<file path="src/rtl/usb_sfifo_pkg.sv">
package usb_sfifo_pkg;

  typedef enum logic [1:0] {
    ST_IDLE  = 2'd0,
    ST_SETUP = 2'd1,
    ST_XFER  = 2'd2,
    ST_DONE  = 2'd3
  } brg_state_t;

  typedef enum logic {
    DIR_DOWN = 1'b0,
    DIR_UP   = 1'b1
  } brg_dir_t;

endpackage

</file>
<file path="src/rtl/bridge_fsm.sv">
module bridge_fsm
  import usb_sfifo_pkg::*;
(
  input  logic       clk,
  input  logic       rst_n,
  input  logic       go,
  input  logic       cmd_rx,
  input  logic       pat_sel,
  input  logic       last_beat,
  output brg_state_t state,
  output brg_dir_t   dir_q,
  output logic       pat_q
);

  brg_state_t state_nxt;
  logic       latch_en;

  assign latch_en = (state == ST_IDLE) && go;

  always_comb begin
    state_nxt = state;
    case (state)
      ST_IDLE:  if (go) state_nxt = ST_SETUP;
      ST_SETUP: state_nxt = ST_XFER;
      ST_XFER:  if (last_beat) state_nxt = ST_DONE;
      ST_DONE:  state_nxt = ST_IDLE;
      default:  state_nxt = ST_IDLE;
    endcase
  end

  always_ff @(posedge clk or negedge rst_n) begin
    if (!rst_n) begin
      state <= ST_IDLE;
    end else begin
      state <= state_nxt;
    end
  end

  always_ff @(posedge clk or negedge rst_n) begin
    if (!rst_n) begin
      dir_q <= DIR_DOWN;
      pat_q <= 1'b0;
    end else if (latch_en) begin
      dir_q <= brg_dir_t'(cmd_rx);
      pat_q <= pat_sel;
    end
  end

endmodule

</file>
<file path="src/rtl/bridge_wcnt.sv">
module bridge_wcnt #(
  parameter int PKT_WORDS = 256,
  localparam int CNT_W    = $clog2(PKT_WORDS)
) (
  input  logic             clk,
  input  logic             rst_n,
  input  logic             beat,
  output logic [CNT_W-1:0] cnt,
  output logic             last_beat
);

  logic [CNT_W-1:0] cnt_nxt;

  assign last_beat = beat && (cnt == CNT_W'(PKT_WORDS - 1));

  always_comb begin
    cnt_nxt = cnt;
    if (last_beat) begin
      cnt_nxt = '0;
    end else if (beat) begin
      cnt_nxt = cnt + CNT_W'(1);
    end
  end

  always_ff @(posedge clk or negedge rst_n) begin
    if (!rst_n) begin
      cnt <= '0;
    end else begin
      cnt <= cnt_nxt;
    end
  end

endmodule

</file>
<file path="src/rtl/bridge_seqchk.sv">
module bridge_seqchk #(
  parameter int LOW_W     = 16,
  parameter int PKT_WORDS = 256
) (
  input  logic             clk,
  input  logic             rst_n,
  input  logic             beat,
  input  logic [LOW_W-1:0] word_low,
  output logic             err
);

  logic [LOW_W-1:0] prev;
  logic             has_prev;
  logic [LOW_W-1:0] expect_low;
  logic             err_nxt;

  always_comb begin
    if (prev == LOW_W'(PKT_WORDS - 1)) begin
      expect_low = '0;
    end else begin
      expect_low = prev + LOW_W'(1);
    end
    err_nxt = beat && has_prev && (word_low != expect_low);
  end

  always_ff @(posedge clk or negedge rst_n) begin
    if (!rst_n) begin
      prev     <= '0;
      has_prev <= 1'b0;
    end else if (beat) begin
      prev     <= word_low;
      has_prev <= 1'b1;
    end
  end

  always_ff @(posedge clk or negedge rst_n) begin
    if (!rst_n) begin
      err <= 1'b0;
    end else begin
      err <= err_nxt;
    end
  end

endmodule

</file>
<file path="src/rtl/usb_sfifo_bridge.sv">
module usb_sfifo_bridge
  import usb_sfifo_pkg::*;
#(
  parameter int DATA_W    = 32,
  parameter int LOW_W     = 16,
  parameter int PKT_WORDS = 256
) (
  input  logic              clk,
  input  logic              rst_n,
  input  logic              go,
  input  logic              cmd_rx,
  input  logic              pat_sel,
  input  logic [DATA_W-1:0] src_data,
  input  logic              src_valid,
  output logic              src_ready,
  output logic [DATA_W-1:0] snk_data,
  output logic              snk_valid,
  input  logic              snk_ready,
  output logic              usb_cs_n,
  output logic              usb_oe_n,
  output logic              usb_rd_n,
  output logic              usb_wr_n,
  output logic [DATA_W-1:0] usb_dq_o,
  output logic              usb_dq_oe,
  input  logic [DATA_W-1:0] usb_dq_i,
  input  logic              usb_full_n,
  input  logic              usb_empty_n,
  output logic              pkt_done,
  output logic              seq_err
);

  localparam int CNT_W = $clog2(PKT_WORDS);

  logic             rst_meta, rst_sync;
  brg_state_t       state;
  brg_dir_t         dir_q;
  logic             pat_q;
  logic             last_beat;
  logic [CNT_W-1:0] wcnt;
  logic             sel_active, xfer_active, dir_up;
  logic             word_avail, wr_beat, rd_beat, beat;
  logic [DATA_W-1:0] pat_word;

  always_ff @(posedge clk or negedge rst_n) begin
    if (!rst_n) begin
      rst_meta <= 1'b0;
      rst_sync <= 1'b0;
    end else begin
      rst_meta <= 1'b1;
      rst_sync <= rst_meta;
    end
  end

  bridge_fsm i_fsm (
    .clk       (clk),
    .rst_n     (rst_sync),
    .go        (go),
    .cmd_rx    (cmd_rx),
    .pat_sel   (pat_sel),
    .last_beat (last_beat),
    .state     (state),
    .dir_q     (dir_q),
    .pat_q     (pat_q)
  );

  bridge_wcnt #(.PKT_WORDS(PKT_WORDS)) i_wcnt (
    .clk       (clk),
    .rst_n     (rst_sync),
    .beat      (beat),
    .cnt       (wcnt),
    .last_beat (last_beat)
  );

  bridge_seqchk #(.LOW_W(LOW_W), .PKT_WORDS(PKT_WORDS)) i_seqchk (
    .clk      (clk),
    .rst_n    (rst_sync),
    .beat     (rd_beat),
    .word_low (usb_dq_i[LOW_W-1:0]),
    .err      (seq_err)
  );

  always_comb begin
    sel_active  = (state == ST_SETUP) || (state == ST_XFER);
    xfer_active = (state == ST_XFER);
    dir_up      = (dir_q == DIR_UP);
    word_avail  = pat_q || src_valid;
    wr_beat     = xfer_active && dir_up && usb_full_n && word_avail;
    rd_beat     = xfer_active && !dir_up && usb_empty_n && snk_ready;
    beat        = wr_beat || rd_beat;
    pat_word    = {{(DATA_W-LOW_W){1'b0}}, LOW_W'(wcnt)};
  end

  always_comb begin
    usb_cs_n  = !sel_active;
    usb_oe_n  = !(sel_active && !dir_up);
    usb_dq_oe = sel_active && dir_up;
    usb_wr_n  = !wr_beat;
    usb_rd_n  = !rd_beat;
    usb_dq_o  = pat_q ? pat_word : src_data;
    src_ready = wr_beat && !pat_q;
    snk_valid = rd_beat;
    snk_data  = usb_dq_i;
    pkt_done  = (state == ST_DONE);
  end

endmodule

</file>
<file path="config.mk">
export PLATFORM = sky130hd
export DESIGN_NAME = usb_sfifo_bridge
export DESIGN_NICKNAME = d
export VERILOG_FILES = /design/src/rtl/usb_sfifo_pkg.sv /design/src/rtl/bridge_fsm.sv /design/src/rtl/bridge_wcnt.sv /design/src/rtl/bridge_seqchk.sv /design/src/rtl/usb_sfifo_bridge.sv
export SDC_FILE = /design/constraint.sdc
export NUM_CORES = 1
export LEC_CHECK = 0
export ABC_AREA = 1
export BUFFER_PORTS_ARGS = -buffer_cell sky130_fd_sc_hd__clkbuf_2
export CORE_ASPECT_RATIO = 0.8
export CORE_MARGIN = 10
export CORE_UTILIZATION = 41
export DETAILED_ROUTE_END_ITERATION = 10
export PLACE_DENSITY = 0.78
export SETUP_SLACK_MARGIN = 0.05
export SKIP_LAST_GASP = 1
export SLEW_MARGIN = 20
export SYNTH_ARGS = -nofsm -noshare
export SYNTH_HDL_FRONTEND = slang
export SYNTH_SLANG_ARGS = --single-unit
</file>
<file path="constraint.sdc">
create_clock -name clk -period 1.2 [get_ports clk]
set_input_delay 0.12 -clock clk [delete_from_list [all_inputs] [get_ports clk]]
set_output_delay 0.12 -clock clk [all_outputs]
set_load 0.005 [all_outputs]
</file>
==> results summary, run 1 <==
The run finished, with violations left. The checks that failed: setup timing. The first-pass GRT wire length is about 17 mm. Buffers placed on the I/O ports in this run total 113. After Yosys synthesis, full adders, half adders and majority gates account for about 2.4% of the synthesized area. The capturing element type of the critical path is a flop. The worst stage delay on the critical path is approximately 0.43 ns. The required time reported for the critical path endpoint is 1.38 ns. The data arrival at the endpoint of the critical path is about 1.9 ns.

The number of primary I/O pins came out at between 100 and 150. The number of max-cap violations came out at 0. The largest individual stage delay along the critical path comes from the cell dfrtp_1. The post-route cell area is roughly 4500 um^2.

The achievable frequency is around 580 MHz. The total DRC errors in the routed layout came out at 0. The peak supply drop came out at roughly 1.5 mV. Along the worst path, the maximum fanout reaches 5. The mean number of vias per cell came out at 4.93. The share of post-route cells with drive strength above 1 came out at 52.6%.

The synthesized netlist devotes under 10% of its cell area to compound gates. The number of max-slew violations in the final report is 0. The most common cell in the synthesized netlist is nand2_1. The clock net sink count is 32. The post-synthesis net count is between 400 and 500. Clock tree synthesis inserted a total of 5 buffers. The number of standard-cell rows in the floorplan is 26. Detailed routing inserted a total of ~3200 vias. The main combinational cell family by area after synthesis is simple AND/OR/NAND/NOR gates. Setup violations remaining at the end of the flow were counted as 70. The number of hold-slack violations in the final timing report came out at 0. The routed wire length came out at between 10 and 15 mm. The diode insertion count for antenna repair is 0. The number of enable flip-flop cells after synthesis is 0. The synthesized design spends more area on one cell type than any other, namely dfrtp_1. The overflow left after global routing came out at 0. The portion of synthesized cell area occupied by the leading cell type is 30.1%. In the final design database the tool counted ~650 nets.

The mean instance size in the synthesized netlist is 6.47 um^2. Summing the areas of all xor and xnor instances in the mapped netlist gives under 10% of the synthesized area. TritonCTS built the clock tree. In the synthesized netlist the async set-or-reset flop fraction comes to 100%. The starting DRC count in detailed routing is 158. The congestion estimate from routability-driven global placement came to around 0.9. The share of the cycle needed by the critical path after routing came out at 144%.

The synthesized netlist contains 32 unique library cells. The fraction of the yosys area taken by sequential cells is a little under a third. The effective utilization at floorplan is a little over two fifths.

The die width is 110 um. The floorplan die height came out at slightly above 90 um. The Yosys step of the flow raised 0 warnings.

The worst setup path is launched from a flop. The H-tree generated during clock tree synthesis spans 2 levels. The count of placed standard cells including taps came out at 618.

The clock skew after layout came out at 0.0113 ns. Entering global routing, the biggest net connects 31 pins. At the later pin of the worst-skew pair, clock insertion delay measures approximately 0.29 ns.

The placed wire-length estimate came out at 6.54 mm. The cell area that synthesis handed to floorplanning was about 2700 um^2. The tightest min-delay check is of the primary input to flop type. The area growth from synthesis to layout is 70.2%.

Yosys attributes the largest share of cell area to dfrtp_1, nand2_1, inv_1. Clock tree synthesis selected as its root buffer the cell clkbuf_8. Setup repair after global routing could not meet its margin everywhere.

In this run the deepest clock path goes through 2 buffers. The dominant register cell in the synthesized netlist is dfrtp_1. Global routing consumed, over all layers together, 21.4% of the routing resources. The instance count of the mapped netlist is 411. The area share of and/or/nand/nor cells after synthesis is 34.6%. Across all hold checks on the routed design, the worst slack comes to 0.0804 ns. The number of global-route vias before repair is approximately 3400. The number of iterations in the first detailed-routing pass is 7. The cell area after placement is roughly 3500 um^2. Total power for the finished layout comes to ~9.5 mW. Counting instances in the post-synthesis netlist gives the leading cell types as nand2_1, inv_1, nor2_1.

The number of nets still failing antenna checks after routing is 0. The kind of critical path is flop to flop. The final critical path time including I/O delays and setup is 1.73 ns. The total area inside the core boundary comes to between 6000 and 7000 um^2. The total power divided by cell area is 2100 nW/um^2. The multiplexer share of the synthesized area came out at less than 1%. The clock slew seen by the registers of the worst setup and hold paths came out at roughly 0.080 ns. The initial antenna violation count came out at 0. The filler cells instantiated in the layout total 464. Leaving out filler cells and counting taps, the final layout contains between 600 and 700. Traced cell by cell, the critical path runs through inv_2, ha_4, nand4_4, nand2_4, nand4_4, nor2_4, nand2_4, nand2_2, nand2_2, nand2_1, o21ai_1. Dividing the detail-routed wire length by the instance count gives 16.8 um. The total of flip-flops plus latches after synthesis came out at 32. Setup slack on the critical path of the routed design comes to -0.533 ns. The die area is between 10000 and 15000 um^2. The leakage power is between 2 and 2.5 nW.
[critical path, delay by kind of cell, from the launching register on]
| family | cells | cell delay [ns] |
|---|---|---|
| AOI/OAI and AO/OA | 1 | 0.06 |
| adders and majority gates | 1 | 0.18 |
| buffers and inverters | 1 | 0.10 |
| DFF | 1 | 0.43 |
| and+or+nand+nor | 8 | 0.86 |
[final timing paths]
kind	startpoint	endpoint	slack (ns)	depth (start not counted)
hold / removal	pat_sel	i_fsm.pat_q	0.08	2
min in group asynchronous	rst_n	rst_meta	0.13	2
max in group asynchronous	rst_sync	i_seqchk.prev[5]	0.63	1
setup reg to reg	i_fsm.state[0]	i_fsm.state[1]	-0.53	11
setup / recovery	i_fsm.state[0]	i_fsm.state[1]	-0.53	11
hold reg to reg	rst_sync	i_seqchk.prev[4]	0.27	1
[power by group]
part	switching, mW	internal [mW]
registers	0.437	1.52
clock network	0.446	0.458
logic	3.26	3.38
[what timing repair did]
action                                 in CTS  in global routing
pin swaps                                  35                 23
cloned                                      8                  1
resized for setup                         115                 79
endpoints found under the hold margin       2                  0
hold buffers                                1                  0
setup buffers                              23                 10
setup endpoints to repair                  70                 70
[registers in the layout, indices dropped and copies added (netlist names)]
name	count
i_seqchk.err	1
i_fsm.dir_q	1
i_wcnt.cnt	8
i_fsm.state	2
i_seqchk.has_prev	1
i_seqchk.prev	16
i_fsm.pat_q	1
rst_meta	1
rst_sync	1
[placed cells by master, fill, tap and decap left out, types with 2 or more instances in the layout]
cell type   n
nand4_4     3
clkbuf_2   88
xor2_1      7
inv_1      67
a21oi_1     4
or2_4       2
nand3_2     2
nor2_2      6
buf_16      2
inv_2       3
buf_6      21
nand3_1    19
buf_12      8
buf_8       3
clkinv_2    2
inv_4       2
ha_4        4
dfrtp_2     4
nor2_1     22
nand4_1     9
dfrtp_1    28
nand2_1    90
o21bai_2    2
a21oi_2     9
o21ai_2     4
nand2_2    14
o21ai_1    16
nor2_4     36
clkbuf_8    6
buf_2      15
mux2_4      2
nand2_4     4
buf_4      55
[area by class of cell]
class,instances,area (um^2),area share (%)
clock inverter,2,10.0,0.221
timing repair buffer,194,1460,32.3
clock buffer,6,82.6,1.83
tap,84,105,2.32
multi-input combinational,266,1790,39.5
sequential,32,806,17.8
inverter,72,275,6.08
[layer usage]
metal	wire, um	track usage [%]
met1	4120	24.1
met2	5550	36.9
met3	808	5.17
met4	567	10.1
met5	0	0
[cells by family after synthesis]
logic type	count (synthesis)
buffers and inverters	113
other	1
DFF	32
adders and majority gates	5
and+or+nand+nor	210
muxes	2
xor gates and xnor gates	8
AOI/OAI and AO/OA	40
[stage by stage]
stage	setup WS [ns]	setup TNS [ns]	utilization (%)
finish	-0.533	-17.20	71.3
global route	-0.635	-21.23	71.3
CTS	-0.423	-19.12	69.8
detailed placement	-0.495	-5.65	54.9
global placement	-0.448	-5.19	54.9
floorplan	-0.344	-2.34	-
(Power assumes the default switching activity.)
==> inputs of run 2 (changes only) <==
--- a/config.mk
+++ b/config.mk
@@ -9,7 +9,7 @@
 export BUFFER_PORTS_ARGS = -buffer_cell sky130_fd_sc_hd__clkbuf_2
 export CORE_ASPECT_RATIO = 0.8
 export CORE_MARGIN = 10
-export CORE_UTILIZATION = 41
+export CORE_UTILIZATION = 42
 export DETAILED_ROUTE_END_ITERATION = 10
 export PLACE_DENSITY = 0.78
 export SETUP_SLACK_MARGIN = 0.05
@@ -17,4 +17,5 @@
 export SLEW_MARGIN = 20
 export SYNTH_ARGS = -nofsm -noshare
 export SYNTH_HDL_FRONTEND = slang
+export SYNTH_HIERARCHICAL = 1
 export SYNTH_SLANG_ARGS = --single-unit
==> results summary, run 2 <==
The run finished, with violations left. The final reports fail on setup timing. The class of the most critical hold timing path is primary input to flop. The placed wire-length estimate came out at between 6 and 7 mm. The clock slew seen by the registers of the worst setup and hold paths came out at approximately 0.080 ns. The worst register-to-register path ends at i_seqchk/err. The fraction of registers with async set or reset after synthesis is 100%.

In the synthesized netlist the dominant register cell turns out to be dfrtp_1. The cell area after placement came out at 3510 um^2. Measured in cells, the most critical reg-to-reg path has a length of 12. The first-pass GRT wire length is about 19 mm.

The level count of the clock H-tree is 2. The post-route cell area came out at ~4700 um^2. The mean routed wirelength per cell came out at 20.3 um. The final critical path time including I/O delays and setup came out at roughly 1.8 ns. The total clock buffers created by CTS is 5.

The worst-case setup margin in the final layout is -0.648 ns. The layer with the highest usage is met2. The largest fanout of any net on the critical path came out at 12.

For this run, the slowest stage of the critical path takes ~0.44 ns. The achievable frequency is 541 MHz. The capturing element type of the critical path is a flop.

The share of the cycle needed by the critical path after routing is 154%. The number of nets still failing antenna checks after routing came out at 0. The global routing usage on met3 came out at ~5.4%. The sequential fraction of design power is 19.3%.

The total of flip-flops plus latches after synthesis came out at 32. The number of primary I/O pins is between 100 and 150. The total via count after detailed routing came out at a little under 4000. Setup violations remaining at the end of the flow were counted as between 60 and 70. The die area came out at between 10000 and 15000 um^2.

The most critical setup path has its endpoint at i_seqchk/err. The number of iterations in the first detailed-routing pass is 6. The count of cells in the finished layout, fillers not included, comes to between 600 and 700. In this run the worst setup path begins at i_seqchk/prev[4]. The effective utilization at floorplan came out at a little over two fifths. The critical path is of the flop to flop type. The routing usage on met1 came out at 24.0%. The final weighted congestion in routability-driven placement came out at around 0.86.

The number of warning messages in the yosys log came out at 6. The cell that appears most often on the critical path is nand2_1. Traced cell by cell, the critical path runs through nand2_2, clkinv_2, nand2_1, nor2_2, nand2_4, nand3_2, nand2_1, nand2_1, nor2_1, nand2_1, nor2_1, a21oi_1. In the routed layout, each cell is associated on average with a via count of roughly 5.8. The number of max-slew violations in the final report is 0. The clock network power share came out at 9.4%. By count the netlist is led by nand2_1, inv_1, nor2_1. The most common cell after layout, fill and taps aside is nand2_1. The starting DRC count in detailed routing is approximately 500. The clock net in this run drives a total of 32 sinks. The logic gate share of total power came out at between 70% and 80%. The reg2reg setup slack came out at -0.65 ns. The data arrival at the endpoint of the critical path came out at between 2 and 2.5 ns.

The initial antenna violation count is 0. The slowest stage of the critical path belongs to the cell dfrtp_1. The clock latency on the worst-skew pair came out at about 0.3 ns.

The floorplan die height came out at approximately 93 um. In this run the mean area of a mapped cell was roughly 6.4 um^2. The number of hold-slack violations in the final timing report is 0. The number of standard-cell rows in the floorplan came out at 26.

The dominant cell type by area after synthesis is dfrtp_1. The routing usage on met2 is between 30 and 40%. The register with the most flip-flops in the layout has 16 of them. Of the cells placed in the final design, the portion with a size suffix greater than 1 is between 50% and 60%. The leakage power is roughly 2.6 nW. The number of enable flip-flop cells after synthesis came out at 0. The final total power is approximately 10 mW. The peak supply drop came out at between 0.9 and 1 mV. TritonCTS built the clock tree. The cell sitting at the root of the clock tree is a clkbuf_8. The internal portion of the total power is ~5.4 mW.

The overflow left after global routing is 0. The instance count of the mapped netlist came out at 443. Summed over all layers, the routed wires come to 13.7 mm. Counting flops per register, the top entry is i_seqchk/prev. The overall routing resource usage came out at a little over a fifth.

In the layout the commonest cells are nand2_1, clkbuf_2, inv_1. The type of origin of the critical path is a flop. The area of the core is between 6000 and 7000 um^2. The fill cell total of the finished layout came out at between 400 and 500.

The diode insertion count for antenna repair is 0. The required time reported for the critical path endpoint came out at roughly 1.4 ns. For this design the total switching power over the nets is roughly 4.7 mW.

The startpoint identified for the worst register-to-register timing path is i_seqchk/prev[4]. The synthesized netlist occupies a cell area of 2820 um^2. After routing, the total negative slack on setup checks comes to -23.70 ns. Net switching is between 40% and 50% of the power. The post-synthesis net count is roughly 520. In the final layout, the registers with the most flip-flops are i_seqchk/prev: 16 flops, i_wcnt/cnt: 8 flops, i_fsm/state: 2 flops.

At the end of the flow, the number of nets in the layout was between 600 and 700. The die width came out at about 110 um. The total power divided by cell area came out at approximately 2200 nW/um^2. Setup repair after global routing could not meet its margin everywhere. The count of placed standard cells including taps came out at 640. After synthesis, the netlist uses 29 different library cells. The number of global-route vias before repair is roughly 3800. Among all cell types in the netlist, the one instantiated most often is nand2_1. Across the run, the number of max-cap violations was 0. Clock skew on the completed layout was measured at 0.0131 ns. The share of the Yosys chip area taken by registers is 28.4%. The synthesis-to-finish area growth is 66.5%. In the post-synthesis netlist, the biggest area contributors are dfrtp_1, nand2_1, inv_1. The count of buffers added on input and output ports is approximately 110. The total DRC errors in the routed layout is 0. The portion of synthesized cell area occupied by the leading cell type is about 28%. No sink is reached through more buffers than the 2 on the longest clock path. Entering global routing, the biggest net connects 31 pins. The worst slack at placement came out at -0.483 ns.
-- run 2: cell types whose count changed after synthesis, sizes merged, moves of 2 or more --
| cell | previous run | this run |
|---|---|---|
| nand3b | 0 | 7 |
| mux2 | 2 | 0 |
| nand3 | 22 | 27 |
| o21bai | 4 | 0 |
| clkbuf | 7 | 3 |
| nand2 | 108 | 155 |
| o21ai | 21 | 16 |
| buf | 34 | 38 |
| xnor2 | 1 | 4 |
| a21oi | 14 | 3 |
| nor2 | 64 | 60 |
| xor2 | 7 | 5 |
-- run 2: logic make-up after synthesis --
kind of cell             after synthesis  synth area share (%)
AO/OA/AOI/OAI                         19                  3.51
AND/OR/NAND/NOR                      263                  41.5
other                                  1                 0.133
adder cells (fa/ha/maj)                6                  2.67
flip-flops                            32                  28.4
XOR/XNOR                               9                  2.80
buffers and inverters                113                  20.9
-- run 2: how the worst min path moves through the flow --
| stage | cells past startpoint | from | end |
|---|---|---|---|
| 3_5_place_dp | 1 | rst_n | rst_meta |
| 3_3_place_gp | 1 | rst_n | rst_meta |
| 2_1_floorplan | 0 | rst_n | rst_meta |
| 6_report | 3 | cmd_rx | i_fsm/dir_q |
| 4_1_cts | 3 | cmd_rx | i_fsm/dir_q |
| 5_1_grt | 3 | cmd_rx | i_fsm/dir_q |
-- run 2: per-stage QoR --
step                util [%]  hold slack [ns]
floorplan                  -           -0.176
global placement        54.5          -0.0920
detailed placement      54.5          -0.0923
CTS                     67.3           0.0709
global route            72.8           0.0862
finish                  72.8           0.0681
-- run 2: final cells by class --
class	count	area [um^2]	share of cell area, %
sequential	32	805	17.2
clock buffer	7	96.3	2.05
timing repair buffer	185	1440	30.6
multi-input combinational	298	1970	41.9
tap	84	105	2.24
inverter	72	282	6.00
-- run 2: worst max-delay path: cells and delay by family (launching register included) --
kind / cells / cell delay [ns]
AOI/OAI and AO/OA: 1 / 0.08
buffers and inverters: 1 / 0.13
DFF: 1 / 0.44
and+or+nand+nor: 10 / 1.05
-- run 2: what timing repair did --
action | CTS | global route
hold endpoints to repair | 2 | 0
hold buffers | 1 | 0
endpoints found under the setup margin | 70 | 70
gates cloned | 8 | 0
pin swaps | 41 | 32
resized for setup | 97 | 134
buffers inserted | 21 | 9
-- run 2: metal layers --
metal | share of wire, % | up-vias
met3 | 11 | 136
met2 | 47 | 371
met4 | 8.3 | 0
li1 | - | 1606
met1 | 34 | 1789
met5 | 0 | -
-- run 2: power by group through the flow --
stage	combinational, mW	clock (mW)	sequential (mW)
after floorplan	2.48	0	1.92
after global placement	4.12	0	1.85
after detailed placement	4.32	0	1.87
after CTS	6.05	0.917	1.87
after global routing	7.64	0.999	1.99
final	7.25	0.953	1.96
